==> src/rtl/lc_pkg.sv <==
package lc_pkg;
  localparam int LUT_K = 4;
  localparam int TBL_N = 1 << LUT_K;

  typedef struct packed {
    logic [TBL_N-1:0] tbl_f;
    logic [TBL_N-1:0] tbl_g;
    logic             merge;
    logic             arith;
    logic             reg_x;
    logic             reg_y;
  } cell_cfg_t;

  localparam int CFG_W = $bits(cell_cfg_t);

  function automatic logic maj3(input logic p, input logic q, input logic r);
    return (p & q) | (r & (p ^ q));
  endfunction

  function automatic logic [LUT_K-1:0] arith_index(input logic [LUT_K-1:0] a, input logic cin);
    logic [LUT_K-1:0] idx;
    idx    = a;
    idx[2] = cin;
    return idx;
  endfunction
endpackage

==> src/rtl/lc_cfg_chain.sv <==
module lc_cfg_chain #(
  parameter int W = 36
) (
  input  logic         clk,
  input  logic         rst,
  input  logic         shift_en,
  input  logic         din,
  output logic         dout,
  output logic [W-1:0] cfg_q
);
  always_ff @(posedge clk) begin
    if (shift_en) cfg_q <= {cfg_q[W-2:0], din};
  end

  assign dout = cfg_q[W-1];


  cfg_shift_in_chk: assert property (@(posedge clk) disable iff (rst)
    shift_en |=> cfg_q[0] == $past(din));


  cfg_hold_chk: assert property (@(posedge clk) disable iff (rst)
    !shift_en |=> $stable(cfg_q));
endmodule

==> src/rtl/lc_lut4.sv <==
module lc_lut4 #(
  parameter int K = 4,
  localparam int N = 1 << K
) (
  input  logic [N-1:0] tbl,
  input  logic [K-1:0] idx,
  output logic         o
);
  assign o = tbl[idx];
endmodule

==> src/rtl/lc_carry.sv <==
module lc_carry
  import lc_pkg::*;
(
  input  logic arith,
  input  logic op_a,
  input  logic op_b,
  input  logic cin,
  output logic cout
);
  assign cout = arith ? maj3(op_a, op_b, cin) : cin;

  // equal operands generate or kill regardless of carry in
  always_comb begin
    if (arith && (op_a == op_b)) begin
      carry_gen_kill_chk: assert (cout == op_a);
    end
  end
endmodule

==> src/rtl/lc_out_reg.sv <==
module lc_out_reg (
  input  logic clk,
  input  logic rst,
  input  logic use_reg,
  input  logic d,
  output logic q
);
  logic q_r;

  always_ff @(posedge clk) begin
    if (rst) q_r <= 1'b0;
    else     q_r <= d;
  end

  assign q = use_reg ? q_r : d;


  reg_follow_chk: assert property (@(posedge clk) disable iff (rst)
    1'b1 |=> q_r == $past(d));
endmodule

==> src/rtl/lut_cell.sv <==
module lut_cell
  import lc_pkg::*;
(
  input  logic             clk,
  input  logic             rst,
  input  logic             cfg_shift_en,
  input  logic             cfg_din,
  output logic             cfg_dout,
  input  logic [LUT_K-1:0] a_in,
  input  logic [LUT_K-1:0] b_in,
  input  logic             sel5,
  input  logic             carry_in,
  output logic             out_x,
  output logic             out_y,
  output logic             carry_out
);
  logic [CFG_W-1:0] cfg_bits;
  cell_cfg_t        cfg;

  lc_cfg_chain #(.W(CFG_W)) u_cfg (
    .clk(clk), .rst(rst), .shift_en(cfg_shift_en), .din(cfg_din),
    .dout(cfg_dout), .cfg_q(cfg_bits)
  );
  assign cfg = cell_cfg_t'(cfg_bits);

  // index steering: table 0 is F, table 1 is G
  logic                        merge_on;
  logic [1:0][TBL_N-1:0]       tbls;
  logic [1:0][LUT_K-1:0]       idxs;
  logic [1:0]                  lut_o;

  assign merge_on = cfg.merge & ~cfg.arith;
  assign tbls[0]  = cfg.tbl_f;
  assign tbls[1]  = cfg.tbl_g;
  assign idxs[0]  = cfg.arith ? arith_index(a_in, carry_in) : a_in;
  assign idxs[1]  = merge_on ? a_in : b_in;

  for (genvar i = 0; i < 2; i++) begin : g_lut
    lc_lut4 #(.K(LUT_K)) u_lut (.tbl(tbls[i]), .idx(idxs[i]), .o(lut_o[i]));
  end

  // function outputs before the register stage
  logic [1:0] fn_d;
  logic [1:0] fn_q;
  logic [1:0] use_reg;

  assign fn_d[0]    = (merge_on && sel5) ? lut_o[1] : lut_o[0];
  assign fn_d[1]    = lut_o[1];
  assign use_reg[0] = cfg.reg_x;
  assign use_reg[1] = cfg.reg_y;

  for (genvar i = 0; i < 2; i++) begin : g_out
    lc_out_reg u_reg (
      .clk(clk), .rst(rst), .use_reg(use_reg[i]), .d(fn_d[i]), .q(fn_q[i])
    );
  end

  assign out_x = fn_q[0];
  assign out_y = fn_q[1];

  lc_carry u_carry (
    .arith(cfg.arith), .op_a(a_in[0]), .op_b(a_in[1]),
    .cin(carry_in), .cout(carry_out)
  );

  // in merge mode with identical sources, X and Y agree
  merge_y_chk: assert property (@(posedge clk) disable iff (rst)
    (merge_on && sel5 && !cfg.reg_x && !cfg.reg_y) |-> out_x == out_y);
endmodule

==> config.mk <==
export PLATFORM = sky130hd
export DESIGN_NAME = lut_cell
export DESIGN_NICKNAME = d
export VERILOG_FILES = /design/src/rtl/lc_pkg.sv /design/src/rtl/lc_cfg_chain.sv /design/src/rtl/lc_lut4.sv /design/src/rtl/lc_carry.sv /design/src/rtl/lc_out_reg.sv /design/src/rtl/lut_cell.sv
export SDC_FILE = /design/constraint.sdc
export NUM_CORES = 1
export LEC_CHECK = 0
export ABC_CLOCK_PERIOD_IN_PS = 3600
export BUFFER_PORTS_ARGS = -buffer_cell sky130_fd_sc_hd__buf_2
export CAP_MARGIN = 20
export CORE_MARGIN = 3
export CORE_UTILIZATION = 28
export DETAILED_ROUTE_END_ITERATION = 10
export GPL_TIMING_DRIVEN = 1
export PLACE_DENSITY_LB_ADDON = 0.1
export SYNTH_ARGS = -nofsm -noshare
export SYNTH_HDL_FRONTEND = slang
export SYNTH_SLANG_ARGS = --single-unit
==> constraint.sdc <==
create_clock -name clk -period 3.6 [get_ports clk]
set_input_delay 0.72 -clock clk [delete_from_list [all_inputs] [get_ports clk]]
set_output_delay 0.72 -clock clk [all_outputs]
set_load 0.1 [all_outputs]
## Word-level counts from Yosys, hierarchy flattened

Index checks and enable logic that the tools add are counted.
W data, S select, Z words.

| storage, ports and cells | value |
|---|---|
| register bits after elaboration | 38 |
| bits of input ports | 14 |

| operators by class | value |
|---|---|
| reductions and logical operators | 1 |
| muxes and demuxes | 10 |
| bitwise gates (word level) | 6 |
| order comparisons | 2 |

Operators with widths:

| operator | number |
|---|---|
| $lt A4 B5 Y1 const B | 2 |
| $bmux W1 S4 | 2 |
| $mux W1 | 6 |
| $mux W4 | 1 |
| $and A1 B1 Y1 | 3 |
| $mux W3 | 1 |
| $logic_and A1 B1 Y1 | 1 |
| $not A1 Y1 | 1 |
| $or A1 B1 Y1 | 1 |
| $xor A1 B1 Y1 | 1 |

## Depth between registers and ports, before layout

Gate-level depths: netlist of the first run.

| depth | value |
|---|---|
| depth after elaboration | 7 |
| gate-level depth with buffers | 8 |

## Cells and area by module

A second synthesis of the first run with hierarchy kept.

| unflattened totals | value |
|---|---|
| cells, all modules | 68 |
| area, all modules | 1576.5 µm² |

By module, submodules not included:

| module | instances | sequential area each (µm²) | area an instance (µm²) | cells an instance |
|---|---|---|---|---|
| lc_cfg_chain | 1 | 1081.0 | 1088.5 | 37 |
| lc_lut4 | 2 | 0.0 | 135.1 | 7 |
| lut_cell | 1 | 0.0 | 107.6 | 8 |
| lc_out_reg | 2 | 20.0 | 41.3 | 3 |
| lc_carry | 1 | 0.0 | 27.5 | 3 |

## Worst setup path before layout of the first run

No wires, ideal clock.

| timing path | value |
|---|---|
| path kind | input -> output |
| start point | input a_in[1] |
| end point | output out_x |
| data required time | 2.880 ns |
| arrival time | 4.263 ns |
| path buffers | 1 |
| cell stages on the path | 8 |
| path slack | -1.383 ns |
| cells stage by stage | clkbuf_1 nor2_1 mux2i_1 a21oi_1 a22o_1 a311o_1 mux2_4 o31ai_1 |

| on the way | value |
|---|---|
| word-level cells in the longest chain between the ends | 5 |

Ends and longest elaborated chain:

| what | RTL line | text |
|---|---|---|
| start, declared | lut_cell.sv:9 | `input logic [LUT_K-1:0] a_in,` |
| $mux W3 or $mux W4 (tied branches) | lut_cell.sv:35, lut_cell.sv:36 |  |
| $bmux W1 S4 | lc_lut4.sv:9 | `assign o = tbl[idx];` |
| $mux W1 (not written as such) | lc_lut4.sv:9 |  |
| $mux W1 (*) | lut_cell.sv:47 | `assign fn_d[0] = (merge_on && sel5) ? lut_o[1] : lut_o[0];` |
| $mux W1 (*) | lc_out_reg.sv:15 | `assign q = use_reg ? q_r : d;` |
| end, declared | lut_cell.sv:13 | `output logic out_x,` |

Mark *: on every way between the ends. The rest lies on a longest branch, timed or not. The select of a mux whose other input is x is not followed.

## Final worst setup path of the first run

| timing path | value |
|---|---|
| start point | register u_cfg.cfg_q[3] |
| end point | output out_x |

| on the way | value |
|---|---|
| word-level cells in the longest chain between the ends | 6 |

Ends and longest elaborated chain:

| what | RTL line | text |
|---|---|---|
| start, declared | lc_cfg_chain.sv:9 | `output logic [W-1:0] cfg_q` |
| start signal, assigned | lc_cfg_chain.sv:12 | `if (shift_en) cfg_q <= {cfg_q[W-2:0], din};` |
| $and A1 B1 Y1 (*) | lut_cell.sv:32 | `assign merge_on = cfg.merge & ~cfg.arith;` |
| $mux W4 | lut_cell.sv:36 | `assign idxs[1] = merge_on ? a_in : b_in;` |
| $bmux W1 S4 | lc_lut4.sv:9 |  |
| $mux W1 (not written as such) | lc_lut4.sv:9 |  |
| $mux W1 (*) | lut_cell.sv:47 |  |
| $mux W1 (*) | lc_out_reg.sv:15 |  |

Marked as above.

==> results of run 1 <==
[final timing paths]
kind                   start                 end  depth (start not counted)  slack (ns)
max reg2reg   u_cfg.cfg_q[3]  g_out[0].u_reg.q_r                          7        1.33
min          u_cfg.cfg_q[20]     u_cfg.cfg_q[21]                          0        0.45
max           u_cfg.cfg_q[3]               out_x                          8        0.17
min reg2reg  u_cfg.cfg_q[20]     u_cfg.cfg_q[21]                          0        0.45
[logic make-up after synthesis]
logic type      Yosys count
flops                    38
compound gates           20
simple gates             20
mux                      12
buf+inv                   5
fa+ha+maj                 1
[flip-flops by register name, summed over array words and instances (netlist names)]
signal / flops
u_cfg.cfg_q: 36
g_out.u_reg.q_r: 2
[critical path: cells and delay by family (launching register included)]
family	cells	cell delay, ns
AOI/OAI and AO/OA	3	0.78
buffers and inverters	1	0.21
DFF	1	0.40
muxes	2	0.67
and+or+nand+nor	2	0.35
[power by group through the flow]
stage | Combinational (mW) | Sequential (mW) | Clock, mW
after global routing | 0.173 | 0.532 | 0.328
after global placement | 0.161 | 0.539 | 0
after CTS | 0.164 | 0.530 | 0.308
after floorplan | 0.109 | 0.537 | 0
after detailed placement | 0.162 | 0.539 | 0
final | 0.162 | 0.529 | 0.297
[area by class of cell]
class,instances,area [um^2],share of cell area (%)
Tap cell,72,90.1,4.64
Multi-Input combinational cell,53,494,25.5
Clock buffer,7,86.3,4.45
Timing Repair Buffer,20,138,7.09
Sequential cell,38,1120,57.7
Inverter,2,7.51,0.387
Clock inverter,1,5.00,0.258
[stage by stage]
step | worst slack [ns] | cell area, um^2 | power, mW | hold WS [ns] | utilization [%]
3_5_place_dp | 0.272 | 1840 | 0.700 | 0.428 | 33.1
4_1_cts | 0.141 | 1940 | 1.00 | 0.445 | 35.0
6_report | 0.169 | 1940 | 0.988 | 0.446 | 35.0
5_1_grt | 0.00275 | 1940 | 1.03 | 0.456 | 35.0
2_1_floorplan | -0.00831 | 1650 | 0.646 | 0.417 | -
3_3_place_gp | 0.262 | 1840 | 0.700 | 0.430 | 33.1
[layout by cell type, fill, tap and decap left out]
cell type	count
a211oi_1	2
a21oi_1	8
a22o_1	3
a22oi_1	1
a311o_1	2
a311oi_2	1
a31oi_1	1
and2_1	2
buf_12	2
buf_2	15
buf_4	3
clkbuf_1	1
clkbuf_8	6
clkinv_2	1
dfxtp_1	2
edfxtp_1	36
ha_1	1
inv_1	2
mux2_4	2
mux2i_1	3
mux2i_4	2
mux4_2	5
nand2_1	10
nand2b_1	1
nand4bb_1	1
nor2_1	4
nor2b_4	1
o31a_1	1
o31ai_4	1
or2b_1	1
[repair_timing]
action	CTS	global route
setup endpoints to repair	1	0
endpoints found under the hold margin	0	0
buffers inserted	2	0
hold buffers	0	0
[routing by layer]
layer / up-vias / share of wire (%) / wire, um
li1: 427 / - / -
met1: 447 / 51 / 1520
met2: 28 / 40 / 1210
met3: 5 / 6.9 / 208
met4: 0 / 2.1 / 64
met5: - / 0 / 0
==> impl_results.md, run 1 <==
- Vias in the first global route: just under 900
- Synth area leaders: edfxtp_1, mux4_2, a21oi_1
- CP Max Fanout: 8
- Placed insts: between 150 and 200
- Non-filler cells, final: between 150 and 200
- Post-synth cell types: 27
- Clk sinks: 38
- PortBufs: 17
- Vias per inst: roughly 4.7
- Row count: 27
- I/O Pins: 18
- M3 GR Usage: 4.06%
- Clk root buf: clkbuf_8
- Critical Path Source Type: flip-flop
- Synth top area share: between 60 and 70%
- Final RePlAce weighted congestion: approximately 0.74
- Period utilisation layout: a little over nine tenths
- Mux share of post-synthesis cell area: between 10% and 20%
- Mean area per synthesized cell: around 17 um^2
- TritonCTS clock tree: done
- Routed Antenna Nets: 0
- Dominant cell type by area after synthesis: edfxtp_1
- Grt ovf: 0
- Max Slew Vio Count: 0
- Largest net degree at the start of global routing: 37
- Yosys warning count: 0
- Antenna diode count: 0
- Routed wire length: between 2000 and 3000 um
- DIE HEIGHT: 82.0 um
- FILL cells: 547
- Slew @ Worst Pin: a little under 0.8 ns
- Sw Share: about a quarter
- Crit path required time: 2.88 ns
- Crit path cell chain: nor2b_4 > mux2i_4 > nand2_1 > a22o_1 > a311o_1 > mux2_4 > o31ai_4 > buf_12
- Nets: 135
- Largest family of logic cells by synthesized area: multiplexers
- Cts bufs inserted: 5
- CP Data Arrival Time: 2.71 ns
- Total track usage: 10.0%
- Synth Flop Type: edfxtp_1
- Post-DP HPWL: between 2000 and 2500 um
- Adder-Cell Fraction of Synth Area: less than 1%
- Lkg Pwr: roughly 0.69 nW
- Most frequent cells after synthesis: edfxtp_1, nand2_1, a21oi_1
- Die X: ~82 um
- Outcome: finished clean
- Effective utilization at floorplan: approximately 29%
- Synth Area in Simple Gates: roughly 6.4%
- Mapped Cells: 96
- CTS clk-pin slew, worst paths: around 0.070 ns
- Crit path largest cell delay: 0.40 ns
- Seq pwr share: a little over half
- Hold WC Path Type: reg -> reg
- Syn Std Cell Area: approximately 1600 um^2
- Initial antenna violation count: 0
- Clk pwr share: 30.0%
- Worst setup path class: reg -> out
- Vias: ~910
- Die Area: between 6000 and 7000 um^2
- CP Capture Type: output pin
- Clock Skew: approximately 0.0084 ns
- Synth Register Bits: 38
- Slew HR: ~47%
- RSZ-0062 raised after global routing: no
- Dominant cell by count in the synthesized netlist: edfxtp_1
- Syn_nets: approximately 110
- WL per Instance: ~16 um
- CORE AREA: roughly 5500 um^2
- Max Cap Viol: 0
- Clk Latency, worst-skew pair: roughly 0.29 ns
- Synth-to-Final Area Change: 19.9%
- Switch Pwr: approximately 0.25 mW
- Setup TNS: 0 ns
- Busiest grt layer: met1
- DRT iter0 DRCs: 49
- Slowest CP cell: edfxtp_1
- Final Hold Viols: 0
- First-pass GRT wire length: 4730 um
- Peak supply drop: ~170 uV
- Total iterations of the first detailed-routing run: 4
- Pwr Density: 509 nW/um^2
- Share of layout cells above drive strength 1: 32.2%
- Async SR Flop Fraction: 0%
- FMAX: slightly below 0.3 GHz
- # resized after CTS: 0
- Endpoints failing setup: 0
- Register area share after synthesis: approximately 70%
- XOR/XNOR Fraction of Synth Area: 0%
- Met1 GRT Util: ~14%
- Compound-Gate Fraction of Synth Area: under 10%
- Post-layout minimum cycle time: between 3 and 4 ns
- Clock buffer depth: 2
- Comb pwr share: roughly 16%
- H-tree levels: 2
- Int Power: ~0.73 mW
- Post-synth EDFFs: 36
- Met2 Track Usage GR: about an eighth
- Drt drc: 0
No activity file was read; power rests on OpenSTA's default activity.
==> inputs of run 2 (changes only) <==
- CELL_PAD_IN_SITES_DETAIL_PLACEMENT: default -> 0
- CELL_PAD_IN_SITES_GLOBAL_PLACEMENT: default -> 1
- MAX_ROUTING_LAYER: default -> met4
==> run 2 against run 1 <==
- highest routed layer unchanged
- largest cell class unchanged
- core utilization up 1.1 points
- critical path type unchanged
- sequential share of layout area fell by 1.7 points
- first-iteration DRC count is 24% higher
- clock skew is 0.00062 ns higher
- sequential power hardly changed
==> impl_results.md, run 2 (synthesis results as in run 1) <==
- Outcome: finished clean
- First-pass GRT wire length: 4910 um
- Synth-to-Final Area Change: 23.6%
- FMAX: approximately 0.29 GHz
- CP Capture Type: output pin
- Final Util: between 30% and 40%
- Period utilisation layout: 95.2%
- DRT iter0 DRCs: 61
- Critical Path End: out_x
- Sw Share: between 20% and 30%
- Largest net degree at the start of global routing: 37
- Reg-to-Reg End: g_out[0].u_reg.q_r
- H-tree levels: 2
- CP Data Arrival Time: 2.71 ns
- Post-layout minimum cycle time: approximately 3.4 ns
- Switch Pwr: about 0.27 mW
- Comb pwr share: about 14%
- Final Hold Viols: 0
- TritonCTS clock tree: done
- Clk root buf: clkbuf_8
- Grt ovf: 0
- Die Area: around 6700 um^2
- Seq pwr share: around 46%
- Row count: 27
- # resized after CTS: 0
- CP Max Fanout: 8
- Worst setup path class: reg -> out
- Largest Register: u_cfg.cfg_q
- FILL cells: around 550
- Max Cap Viol: 0
- CORE AREA: approximately 5500 um^2
- Final RePlAce weighted congestion: ~0.75
- Vias in the first global route: just over 900
- Total track usage: a little over a tenth
- Peak supply drop: ~180 uV
- Clock Skew: about 0.0090 ns
- WL per Instance: 15.7 um
- Max Slew Vio Count: 0
- Critical Path Source Type: flip-flop
- Nets: 136
- Routed Antenna Nets: 0
- RSZ-0062 raised after global routing: no
- Worst reg2reg startpoint: u_cfg.cfg_q[2]
- Crit path required time: about 2.9 ns
- Routed wire length: about 3100 um
- Endpoints failing setup: 0
- Hold_buf cts: 0
- DIE HEIGHT: approximately 82 um
- Leading cell type in the layout, fill and taps excluded: edfxtp_1
- Post-DP HPWL: about 2100 um
- Clock buffer depth: 2
- Slew HR: a little under half
- Largest regs: u_cfg.cfg_q (36), g_out.u_reg.q_r (2)
- Register area: between 1000 and 1500 um^2
- Clk Latency, worst-skew pair: roughly 0.29 ns
- Fin Hold WS: 0.449 ns
- Share of layout cells above drive strength 1: about a third
- Hold WC Path Type: reg -> reg
- Vias per inst: 4.70
- CTS clk-pin slew, worst paths: 0.08 ns
- Int Power: a little under 0.9 mW
- Worst Reg-to-Reg Cells: 8
- Multi-input gate area: between 400 and 500 um^2
- Cts bufs inserted: 5
- I/O Pins: 18
- CP Launch Point: u_cfg.cfg_q[2]
- Clk pwr share: 39.4%
- Largest register FFs: 36
- Pwr Density: 572 nW/um^2
- Worst R2R Setup Slack: 1.16 ns
- Drt drc: 0
- Clk sinks: 38
- Initial antenna violation count: 0
- Vias: about 900
- Lkg Pwr: between 0.7 and 0.8 nW
- Antenna diode count: 0
- Total iterations of the first detailed-routing run: 4
- Slew @ Worst Pin: 0.799 ns
- Die X: slightly above 80 um
- PortBufs: 17
- Effective utilization at floorplan: just under 30%
- Most frequent cells in the layout: edfxtp_1, buf_2, nand2_1
-- run 2: cell types whose count changed in the layout (fill, tap and decap cells not counted) --
cell / change
bufinv_16: +2
buf_4: +1
clkbuf_1: -1
clkinv_2: -1
-- run 2: what timing repair did --
action | CTS | global route
pin swaps | 0 | 4
buffers inserted | 1 | 2
endpoints found under the setup margin | 1 | 1
-- run 2: power groups by stage --
stage,Sequential (mW),Clock (mW),Combinational [mW]
2_1_floorplan,0.537,0,0.109
3_3_place_gp,0.539,0,0.162
3_5_place_dp,0.538,0,0.162
4_1_cts,0.529,0.462,0.164
5_1_grt,0.532,0.481,0.176
6_report,0.528,0.450,0.166
-- run 2: metrics by stage --
stage               std cells  power (mW)  setup TNS (ns)  setup slack [ns]  instance area (um^2)
finish                    194        1.14               0             0.171                  2000
global route              194        1.19               0            0.0270                  2000
CTS                       192        1.15               0            0.0642                  1990
detailed placement        183       0.701               0             0.267                  1840
global placement          183       0.701               0             0.247                  1840
floorplan                  96       0.646        -0.00831          -0.00831                  1650
-- run 2: layer usage --
layer,vias to the layer above,global-route usage (%),share of wire [%]
li1,428,-,-
met1,453,14.6,50
met2,26,13.2,42
met3,5,4.61,7.1
met4,0,4.98,1.6
met5,-,-,0
-- run 2: worst min-delay path by stage --
stage | startpoint | end | slack [ns] | cells past startpoint
detailed placement | u_cfg.cfg_q[27] | u_cfg.cfg_q[28] | 0.43 | 0
global placement | u_cfg.cfg_q[27] | u_cfg.cfg_q[28] | 0.43 | 0
CTS | u_cfg.cfg_q[27] | u_cfg.cfg_q[28] | 0.45 | 0
global route | u_cfg.cfg_q[19] | u_cfg.cfg_q[20] | 0.47 | 0
floorplan | u_cfg.cfg_q[11] | u_cfg.cfg_q[12] | 0.42 | 0
finish | u_cfg.cfg_q[23] | u_cfg.cfg_q[24] | 0.45 | 0
-- run 2: final cells by class --
class,instances,share of cell area [%]
multi-input combinational,53,24.7
sequential,38,56.0
clock buffer,6,4.13
clock inverter,2,3.00
inverter,2,0.375
timing repair buffer,21,7.25
tap,72,4.50
-- run 2: worst max-delay path, cell delays in order, from the launching register on --
cell and delay, ns:
edfxtp_1 0.43, nor2b_4 0.29, mux2i_4 0.38, nand2_1 0.10
a22o_1 0.21, a311o_1 0.28, mux2_4 0.32, o31ai_4 0.21
buf_12 0.21
